### src/rtl/sram_ctl_pkg.sv
package sram_ctl_pkg;

  typedef enum logic [2:0] {
    S_IDLE,
    S_RD_SETUP,
    S_RD_WAIT,
    S_RD_CAPTURE,
    S_WR_SETUP,
    S_WR_PULSE,
    S_WR_RECOVER
  } ctlState_t;

  // Strobes from the sequencer to the datapath.
  // Pin fields describe the state being entered; event fields the current one.
  typedef struct packed {
    logic latchReq;
    logic capture;
    logic respond;
    logic ceOn;
    logic oeOn;
    logic weOn;
    logic driveOn;
  } ctlStrobe_t;

  // Round a nanosecond limit up to whole clock cycles.
  function automatic int unsigned nsToCycles(input int unsigned ns,
                                             input int unsigned periodNs);
    if (ns == 0) return 0;
    return (ns + periodNs - 1) / periodNs;
  endfunction

endpackage

### src/rtl/sram_ctl_fsm.sv
module sram_ctl_fsm
  import sram_ctl_pkg::*;
#(
  parameter int ACC_CYC = 2,
  parameter int WP_CYC  = 2
) (
  input  logic       clk,
  input  logic       rstN,
  input  logic       reqValid,
  input  logic       reqWrite,
  output ctlStrobe_t strb
);

  localparam int MAXC  = (ACC_CYC > WP_CYC) ? ACC_CYC : WP_CYC;
  localparam int CNT_W = (MAXC < 2) ? 1 : $clog2(MAXC + 1);

  ctlState_t        state, stateNext;
  logic [CNT_W-1:0] waitCnt;

  always_comb begin
    stateNext = state;
    unique case (state)
      S_IDLE:       if (reqValid) stateNext = reqWrite ? S_WR_SETUP : S_RD_SETUP;
      S_RD_SETUP:   stateNext = S_RD_WAIT;
      S_RD_WAIT:    if (waitCnt == '0) stateNext = S_RD_CAPTURE;
      S_RD_CAPTURE: stateNext = S_IDLE;
      S_WR_SETUP:   stateNext = S_WR_PULSE;
      S_WR_PULSE:   if (waitCnt == '0) stateNext = S_WR_RECOVER;
      S_WR_RECOVER: stateNext = S_IDLE;
      default:      stateNext = S_IDLE;
    endcase
  end

  always_ff @(posedge clk) begin
    if (!rstN) begin
      state   <= S_IDLE;
      waitCnt <= '0;
    end else begin
      state <= stateNext;
      if (stateNext == S_RD_WAIT && state != S_RD_WAIT)
        waitCnt <= CNT_W'(ACC_CYC - 1);
      else if (stateNext == S_WR_PULSE && state != S_WR_PULSE)
        waitCnt <= CNT_W'(WP_CYC - 1);
      else if (waitCnt != '0)
        waitCnt <= waitCnt - 1'b1;
    end
  end

  always_comb begin
    strb.latchReq = (state == S_IDLE) && reqValid;
    strb.capture  = (state == S_RD_CAPTURE);
    strb.respond  = (state == S_RD_CAPTURE) || (state == S_WR_RECOVER);
    strb.ceOn     = (stateNext == S_RD_SETUP) || (stateNext == S_RD_WAIT) ||
                    (stateNext == S_RD_CAPTURE) || (stateNext == S_WR_SETUP) ||
                    (stateNext == S_WR_PULSE);
    strb.oeOn     = (stateNext == S_RD_WAIT) || (stateNext == S_RD_CAPTURE);
    strb.weOn     = (stateNext == S_WR_PULSE);
    strb.driveOn  = (stateNext == S_WR_PULSE) || (stateNext == S_WR_RECOVER);
  end

  // A request is only taken from idle; any access returns to idle.
  AST_ACCEPT_FROM_IDLE: assert property (@(posedge clk) disable iff (!rstN)
    (state == S_IDLE && reqValid) |=> (state == S_RD_SETUP || state == S_WR_SETUP));
  AST_BUSY_IGNORES_REQ: assert property (@(posedge clk) disable iff (!rstN)
    (state == S_RD_WAIT && reqValid) |=> (state == S_RD_WAIT || state == S_RD_CAPTURE));

endmodule

### src/rtl/sram_ctl_datapath.sv
module sram_ctl_datapath
  import sram_ctl_pkg::*;
#(
  parameter int ADDR_W = 17,
  parameter int DATA_W = 8,
  parameter int WP_CYC = 2
) (
  input  logic              clk,
  input  logic              rstN,
  input  ctlStrobe_t        strb,
  input  logic [ADDR_W-1:0] reqAddr,
  input  logic [DATA_W-1:0] reqWdata,
  output logic              rspReady,
  output logic [DATA_W-1:0] rspRdata,
  output logic              memCeN,
  output logic              memOeN,
  output logic              memWeN,
  output logic [ADDR_W-1:0] memAddr,
  output logic [DATA_W-1:0] memDout,
  output logic              memDoutEn,
  input  logic [DATA_W-1:0] memDin
);

  // Request latch: address and byte held for the whole access.
  always_ff @(posedge clk) begin
    if (!rstN) begin
      memAddr <= '0;
      memDout <= '0;
    end else if (strb.latchReq) begin
      memAddr <= reqAddr;
      memDout <= reqWdata;
    end
  end

  // Memory control pins come straight from flops.
  always_ff @(posedge clk) begin
    if (!rstN) begin
      memCeN    <= 1'b1;
      memOeN    <= 1'b1;
      memWeN    <= 1'b1;
      memDoutEn <= 1'b0;
    end else begin
      memCeN    <= ~strb.ceOn;
      memOeN    <= ~strb.oeOn;
      memWeN    <= ~strb.weOn;
      memDoutEn <= strb.driveOn;
    end
  end

  // Read capture and completion pulse.
  always_ff @(posedge clk) begin
    if (!rstN) begin
      rspRdata <= '0;
      rspReady <= 1'b0;
    end else begin
      if (strb.capture) rspRdata <= memDin;
      rspReady <= strb.respond;
    end
  end

  // Checker state: length of the current write-enable low run.
  logic [7:0] weLowCnt;
  always_ff @(posedge clk) begin
    if (!rstN)              weLowCnt <= '0;
    else if (memWeN)        weLowCnt <= '0;
    else if (weLowCnt != 8'hFF) weLowCnt <= weLowCnt + 8'd1;
  end

  AST_WE_NEEDS_CE: assert property (@(posedge clk) disable iff (!rstN)
    !memWeN |-> !memCeN);
  AST_WE_OE_EXCLUSIVE: assert property (@(posedge clk) disable iff (!rstN)
    !memWeN |-> memOeN);
  AST_HOLD_AFTER_WE: assert property (@(posedge clk) disable iff (!rstN)
    $rose(memWeN) |-> memDoutEn);
  AST_NO_BUS_FIGHT: assert property (@(posedge clk) disable iff (!rstN)
    memDoutEn |-> memOeN);
  AST_TURNAROUND_GAP: assert property (@(posedge clk) disable iff (!rstN)
    $rose(memOeN) |-> !memDoutEn);
  AST_ADDR_STABLE: assert property (@(posedge clk) disable iff (!rstN)
    (!memCeN && $past(!memCeN)) |-> $stable(memAddr));
  AST_READY_ONE_CYCLE: assert property (@(posedge clk) disable iff (!rstN)
    rspReady |=> !rspReady);
  AST_READY_IN_STANDBY: assert property (@(posedge clk) disable iff (!rstN)
    rspReady |-> (memCeN && memOeN && memWeN && !memDoutEn));
  AST_WE_WIDTH: assert property (@(posedge clk) disable iff (!rstN)
    $rose(memWeN) |-> (weLowCnt == 8'(WP_CYC)));

endmodule

### src/rtl/async_sram_ctrl.sv
module async_sram_ctrl
  import sram_ctl_pkg::*;
#(
  parameter int ADDR_W        = 17,
  parameter int DATA_W        = 8,
  parameter int CLK_PERIOD_NS = 5,
  parameter int T_ACCESS_NS   = 8,
  parameter int T_WE_PULSE_NS = 7
) (
  input  logic              clk,
  input  logic              rstN,
  input  logic              reqValid,
  input  logic              reqWrite,
  input  logic [ADDR_W-1:0] reqAddr,
  input  logic [DATA_W-1:0] reqWdata,
  output logic              rspReady,
  output logic [DATA_W-1:0] rspRdata,
  output logic              memCeN,
  output logic              memOeN,
  output logic              memWeN,
  output logic [ADDR_W-1:0] memAddr,
  output logic [DATA_W-1:0] memDout,
  output logic              memDoutEn,
  input  logic [DATA_W-1:0] memDin
);

  // Nanosecond limits rounded up to cycles, at least one each.
  localparam int ACC_RAW = int'(nsToCycles(T_ACCESS_NS, CLK_PERIOD_NS));
  localparam int WP_RAW  = int'(nsToCycles(T_WE_PULSE_NS, CLK_PERIOD_NS));
  localparam int ACC_CYC = (ACC_RAW < 1) ? 1 : ACC_RAW;
  localparam int WP_CYC  = (WP_RAW < 1) ? 1 : WP_RAW;

  ctlStrobe_t strb;

  sram_ctl_fsm #(
    .ACC_CYC(ACC_CYC),
    .WP_CYC (WP_CYC)
  ) uFsm (
    .clk     (clk),
    .rstN    (rstN),
    .reqValid(reqValid),
    .reqWrite(reqWrite),
    .strb    (strb)
  );

  sram_ctl_datapath #(
    .ADDR_W(ADDR_W),
    .DATA_W(DATA_W),
    .WP_CYC(WP_CYC)
  ) uDp (
    .clk      (clk),
    .rstN     (rstN),
    .strb     (strb),
    .reqAddr  (reqAddr),
    .reqWdata (reqWdata),
    .rspReady (rspReady),
    .rspRdata (rspRdata),
    .memCeN   (memCeN),
    .memOeN   (memOeN),
    .memWeN   (memWeN),
    .memAddr  (memAddr),
    .memDout  (memDout),
    .memDoutEn(memDoutEn),
    .memDin   (memDin)
  );

endmodule

### config.mk
export PLATFORM = sky130hd
export DESIGN_NAME = async_sram_ctrl
export DESIGN_NICKNAME = d
export VERILOG_FILES = /design/src/rtl/sram_ctl_pkg.sv /design/src/rtl/sram_ctl_fsm.sv /design/src/rtl/sram_ctl_datapath.sv /design/src/rtl/async_sram_ctrl.sv
export SDC_FILE = /design/constraint.sdc
export NUM_CORES = 1
export LEC_CHECK = 0
export BUFFER_PORTS_ARGS = -buffer_cell sky130_fd_sc_hd__clkbuf_2
export CORE_MARGIN = 5
export CORE_UTILIZATION = 49
export CTS_CLUSTER_SIZE = 20
export DETAILED_ROUTE_END_ITERATION = 6
export PLACE_DENSITY = 0.83
export SLEW_MARGIN = 20
export SYNTH_ARGS = -nofsm -noshare
export SYNTH_HDL_FRONTEND = slang
export SYNTH_SLANG_ARGS = --single-unit
### constraint.sdc
create_clock -name clk -period 2 [get_ports clk]
set_input_delay 0.4 -clock clk [delete_from_list [all_inputs] [get_ports clk]]
set_output_delay 0.4 -clock clk [all_outputs]
set_load 0.01 [all_outputs]
After elaboration in Yosys (flattened, before gate mapping)
Cells that the tools add are included.
{"block": "op_classes", "bitwise": 4, "n_addsub": 1, "mul": 0, "mux": 8, "shift": 0, "n_div": 0, "n_eq_ne": 14, "reduce_logical": 15, "magnitude_cmp": 0}
{"op": "equality test 3 bit (second input constant)", "n": 6}
{"op": "case mux 3 bit (5 select lines)", "n": 1}
{"op": "equality test 3 x 2 -> 1 bit (second input constant)", "n": 4}
{"op": "two-way mux 3 bit", "n": 4}
{"op": "logical OR 1 bit", "n": 7}
{"op": "equality test 3 x 1 -> 1 bit (second input constant)", "n": 2}
{"op": "NOT 1 bit", "n": 4}
{"op": "logical AND 1 bit", "n": 3}
{"op": "zero test 3 bit", "n": 1}
{"op": "two-way mux 1 bit", "n": 3}
{"op": "!= test 3 x 2 -> 1 bit (second input constant)", "n": 1}
{"op": "!= test 3 bit (second input constant)", "n": 1}
{"op": "nonzero test 3 bit", "n": 1}
{"op": "OR reduction 3 bit", "n": 1}
{"op": "zero test 2 bit", "n": 1}
{"op": "nonzero test 2 bit", "n": 1}
{"op": "subtractor 2 x 1 -> 2 bit (second input constant)", "n": 1}
{"block": "totals", "in_bits": 37, "n_memories": 0, "word_cells": 53, "ff_bits": 43, "out_inout_bits": 38, "mem_bits_rw": 0, "romBits": 0, "latch_bits": 0}

Logic depth before layout (Yosys ltp)
{"block": "depth", "ltp_word": 9, "depth_mapped": 5, "mapped_depth_nobuf": 5}

Modules after synthesis
A second synthesis with hierarchy kept.
{"block": "unflattened", "hier_cells": 156, "area_unflattened_um2": 1761.7}
{"mod": "sram_ctl_datapath", "n_inst": 1, "cells_each": 117, "area_per_inst_um2": 1397.6, "seq_area_each_um2": 760.7}
{"mod": "sram_ctl_fsm", "n_inst": 1, "cells_each": 39, "area_per_inst_um2": 364.1, "seq_area_each_um2": 100.1}

Worst setup path after synthesis
Ideal clock, no wire load.
{"block": "synth_timing", "path_kind": "flip-flop to flip-flop", "from": "reg uFsm.state[2]", "to": "reg uDp.memAddr[12]", "required_time_ns": 1.877, "synth_period_minus_slack_ns": 1.251, "path_slack_ns": 0.749, "t_arrival_ns": 1.128, "stages_incl_launch_ff": 5, "n_path_buf": 2, "setup_ns": 0.123, "path_cell_list": "dfxtp_1 buf_6 nor4b_4 clkbuf_2 o21ai_0"}
{"block": "synth_via", "elab_chain_len": 2}
{"item": "start, declared", "line_no": "sram_ctl_fsm.sv:17", "text": "ctlState_t state, stateNext;"}
{"item": "start signal, assigned", "line_no": "sram_ctl_fsm.sv:39", "text": "state <= stateNext;"}
{"item": "zero test 3 bit", "line_no": "sram_ctl_fsm.sv:50", "text": "strb.latchReq = (state == S_IDLE) && reqValid;"}
{"item": "logical AND 1 bit", "line_no": "sram_ctl_fsm.sv:50"}
{"item": "end signal, assigned", "line_no": "sram_ctl_datapath.sv:30", "text": "memAddr <= reqAddr;"}
{"item": "end, declared", "line_no": "sram_ctl_datapath.sv:18", "text": "output logic [ADDR_W-1:0] memAddr,"}
Every way passes these cells.
A chain may end at the register's enable or synchronous reset.

Final worst setup path
{"block": "layout_timing", "from": "reg uFsm.state[0]", "to": "reg uDp.rspRdata[7]"}
{"block": "layout_via", "elab_chain_len": 1}
{"item": "equality test 3 x 2 -> 1 bit", "line_no": "sram_ctl_fsm.sv:51", "text": "strb.capture = (state == S_RD_CAPTURE);"}
{"item": "end signal, assigned", "line_no": "sram_ctl_datapath.sv:56", "text": "if (strb.capture) rspRdata <= memDin;"}
{"item": "end, declared", "line_no": "sram_ctl_datapath.sv:14", "text": "output logic [DATA_W-1:0] rspRdata,"}
Every way passes these cells.

==> impl_results.md <==
* Outcome: finished, final reports clean
* Seq cells post-synth at 43
* # diodes at 0
* Critical Path Fanout Max at 11
* Slowest CP cell: dfxtp_1
* Dpl ws at 0.4600 ns
* Register Area at 860.8 sq um
* Area grow syn2layout at 23.73%
* Vias in the first global route at 1191
* Initial Utilization at 50.24%
* Switching share of total power at 34.51%
* Die Wd at 68.50 microns
* Count of cell types in the netlist at 33
* Top-count cell post-synth: dfxtp_1
* Ranking of synthesized cells by area: dfxtp_1 51%, nand3_1 7.8%, o21ai_0 7.2%
* Clk Latency, worst-skew pair at 0.34 ns
* Final Hold Vio Count at 0
* CP peak stage delay at 0.61 ns
* CTS tree: done
* Worst endpoint required time at 2.24 ns
* GR Overflow Total at 0
* Synth top area share at 51.34%
* DIE HEIGHT at 68.50 microns
* Combinational power share at 30.3%
* Final setup TNS at 0 ns
* LEAKAGE at 0.9851 nW
* Synth Net Count at 222
* # DRC at 0
* Dominant synthesized flop cell: dfxtp_1
* Synth Warn # at 0
* Initial antenna violation count at 0
* Die ar. at 0.004692 sq mm
* Vias per std cell at 4.779
* Metal-1 WL at 1.502 mm
* Layout Skew at 0.004167 ns
* HP Class: in -> reg
* Multi-input gate area at 693.2 sq um
* DRT Wirelength at 3.449 mm
* Shortest period the worst path allows at 1.567 ns
* Synth top cells by count: 43 x dfxtp_1, 31 x nand2_1, 26 x nand3_1
* Max VDD drop at 0.7200 mV
* Max Cap Violations at 0
* Maximum root-to-sink buffer count at 2
* RSZ-0062 raised after global routing: false
* Gate Count Post-Synth at 184
* Slew headroom at 63.94%
* Sequential power share at 52.0%
* Final cell count without fillers at 298
* Gr usage total at 14.98%
* Async SR Flop Fraction at 0%
* DRT iter0 DRCs at 75
* Input/output buffers at 74
* # fillers at 300
* Number of CTS-inserted buffers at 5
* Layout cells sized above 1 at 34.13%
* Part of the power in the clock network at 17.7%
* Power per Cell Area at 1075 mW/mm^2
* Pint at 1.460 mW
* H-tree depth at 2
* Routed len/inst at 11.57 microns
* DR top layer: met4
* Detail Route met3 WL at 286 microns
* CTS clock-pin slew for the worst setup and hold paths at 0.12 ns
* Routability Congestion at 0.7686
* Largest net degree at the start of global routing at 51
* Worst path cell trace: nand3b_1 > mux2i_1 > nor2b_1
* Clock sinks at 43
* DRT antenna net count at 0
* Setup violators final at 0
* Row cnt at 21
* Syn Std Cell Area at 0.001677 sq mm
* Clock root cell: clkbuf_4
* Switching power at 0.7695 mW
* Max Slew Vio Count at 0
* Total number of vias at 1424
* First-pass GRT wire length at 5.271 mm
* Core Region at 0.003337 sq mm
* Crit Path Class: reg -> reg
* Post-synth EDFFs at 0
* Yosys top cell by area: dfxtp_1
* FMAX at 638.2 MHz
* Post-DP HPWL at 2.524 mm
* Crit path launch type: flop
* CP arrival at 1.81 ns
* CTS Hold Buffers Added at 0
* Post-CTS Setup Repair Bufs at 0
* Pre-antenna DRT Iters at 4
* Final critical-path share of the clock period at 78.34%
* Worst slew pin tran at 0.5408 ns
* Syn_area_per_cell at 9.112 sq um
* DP Cell Count at 290
* Routed wl met2 at 1.624 mm
* Seq/Total Area, Yosys at 51.34%
* Slack of the critical path at 0.4331 ns
* PostCTS Resize Cnt at 0
* Nets at 289
* # IOs at 75
* Crit. End Element: flop
-- logic make-up (layout without fill, tap and decap cells) --
group,after synthesis,count (layout),share of synthesized area [%]
AO/OA/AOI/OAI,32,32,10.30
XOR/XNOR,3,3,1.567
adder cells (fa/ha/maj),1,1,0.7461
buffers and inverters,19,87,7.313
flip-flops,43,43,51.34
multiplexers,8,8,4.776
AND/OR/NAND/NOR,78,78,23.96
-- cell usage in the layout, fill, tap and decap left out, drive strengths merged, types with 2 or more instances in the layout --
master   n
and3     2
and3b    2
buf      2
clkbuf  80
dfxtp   43
inv      3
mux2i    8
nand2   31
nand3   26
nor2     2
nor2b    8
nor4b    2
o21ai   26
xor2     2
-- worst max-delay path: cells and delay by family (launching register included) --
kind / cells / cell delay, ns
DFF: 1 / 0.61
muxes: 1 / 0.32
and+or+nand+nor: 2 / 0.54
-- power groups by stage --
stage / clock (mW) / combinational (mW) / sequential (mW)
CTS: 0.413 / 0.687 / 1.16
global route: 0.467 / 0.763 / 1.19
global placement: 0 / 0.667 / 1.17
detailed placement: 0 / 0.685 / 1.18
floorplan: 0 / 0.496 / 1.19
finish: 0.396 / 0.675 / 1.16
-- per-stage QoR --
stage          total power, mW  hold WS, ns  area [sq um]  util [%]
3_5_place_dp             1.862       0.4458          2021     60.55
4_1_cts                  2.261       0.2517          2074     62.17
3_3_place_gp             1.838       0.4400          2021     60.55
2_1_floorplan            1.683       0.4726          1677         -
5_1_grt                  2.420       0.2477          2074     62.17
6_report                 2.230       0.2698          2074     62.17
-- final cells by class --
class | count | share of cell area (%)
clock buffers | 6 | 1.990
clock inverters | 2 | 0.6031
inverters | 3 | 0.5428
multi-input cells | 122 | 33.41
flip-flops and latches | 43 | 41.50
well taps | 46 | 2.774
repair buffers | 76 | 19.18
-- worst paths after layout --
| path | startpoint | endpoint | slack, ns | cells after the start |
|---|---|---|---|---|
| max | uFsm.state[0]$_SDFF_PN0_ | uDp.rspRdata[7]$_SDFFE_PN0N_ | 0.43 | 3 |
| min | reqAddr[12] | uDp.memAddr[12]$_SDFFE_PN0P_ | 0.27 | 3 |
| max reg2reg | uFsm.state[0]$_SDFF_PN0_ | uDp.rspRdata[7]$_SDFFE_PN0N_ | 0.43 | 3 |
| min reg2reg | uDp.memDout[5]$_SDFFE_PN0P_ | uDp.memDout[5]$_SDFFE_PN0P_ | 0.46 | 2 |
-- state kept, by name, summed over array words and instances, names as in the netlist --
signal,count
uDp.rspRdata,8
uDp.rspReady,1
uDp.memWeN,1
uDp.memDoutEn,1
uDp.memAddr,17
uFsm.waitCnt,2
uFsm.state,3
uDp.memDout,8
uDp.memOeN,1
uDp.memCeN,1
-- per-layer routing --
metal  GRT usage, %  vias to the layer above
met5              0                        -
met4          7.444                        0
met3          4.538                        2
met2          24.20                       45
met1          17.94                      623
li1               -                      754
Power figures use the tool's default switching activity.
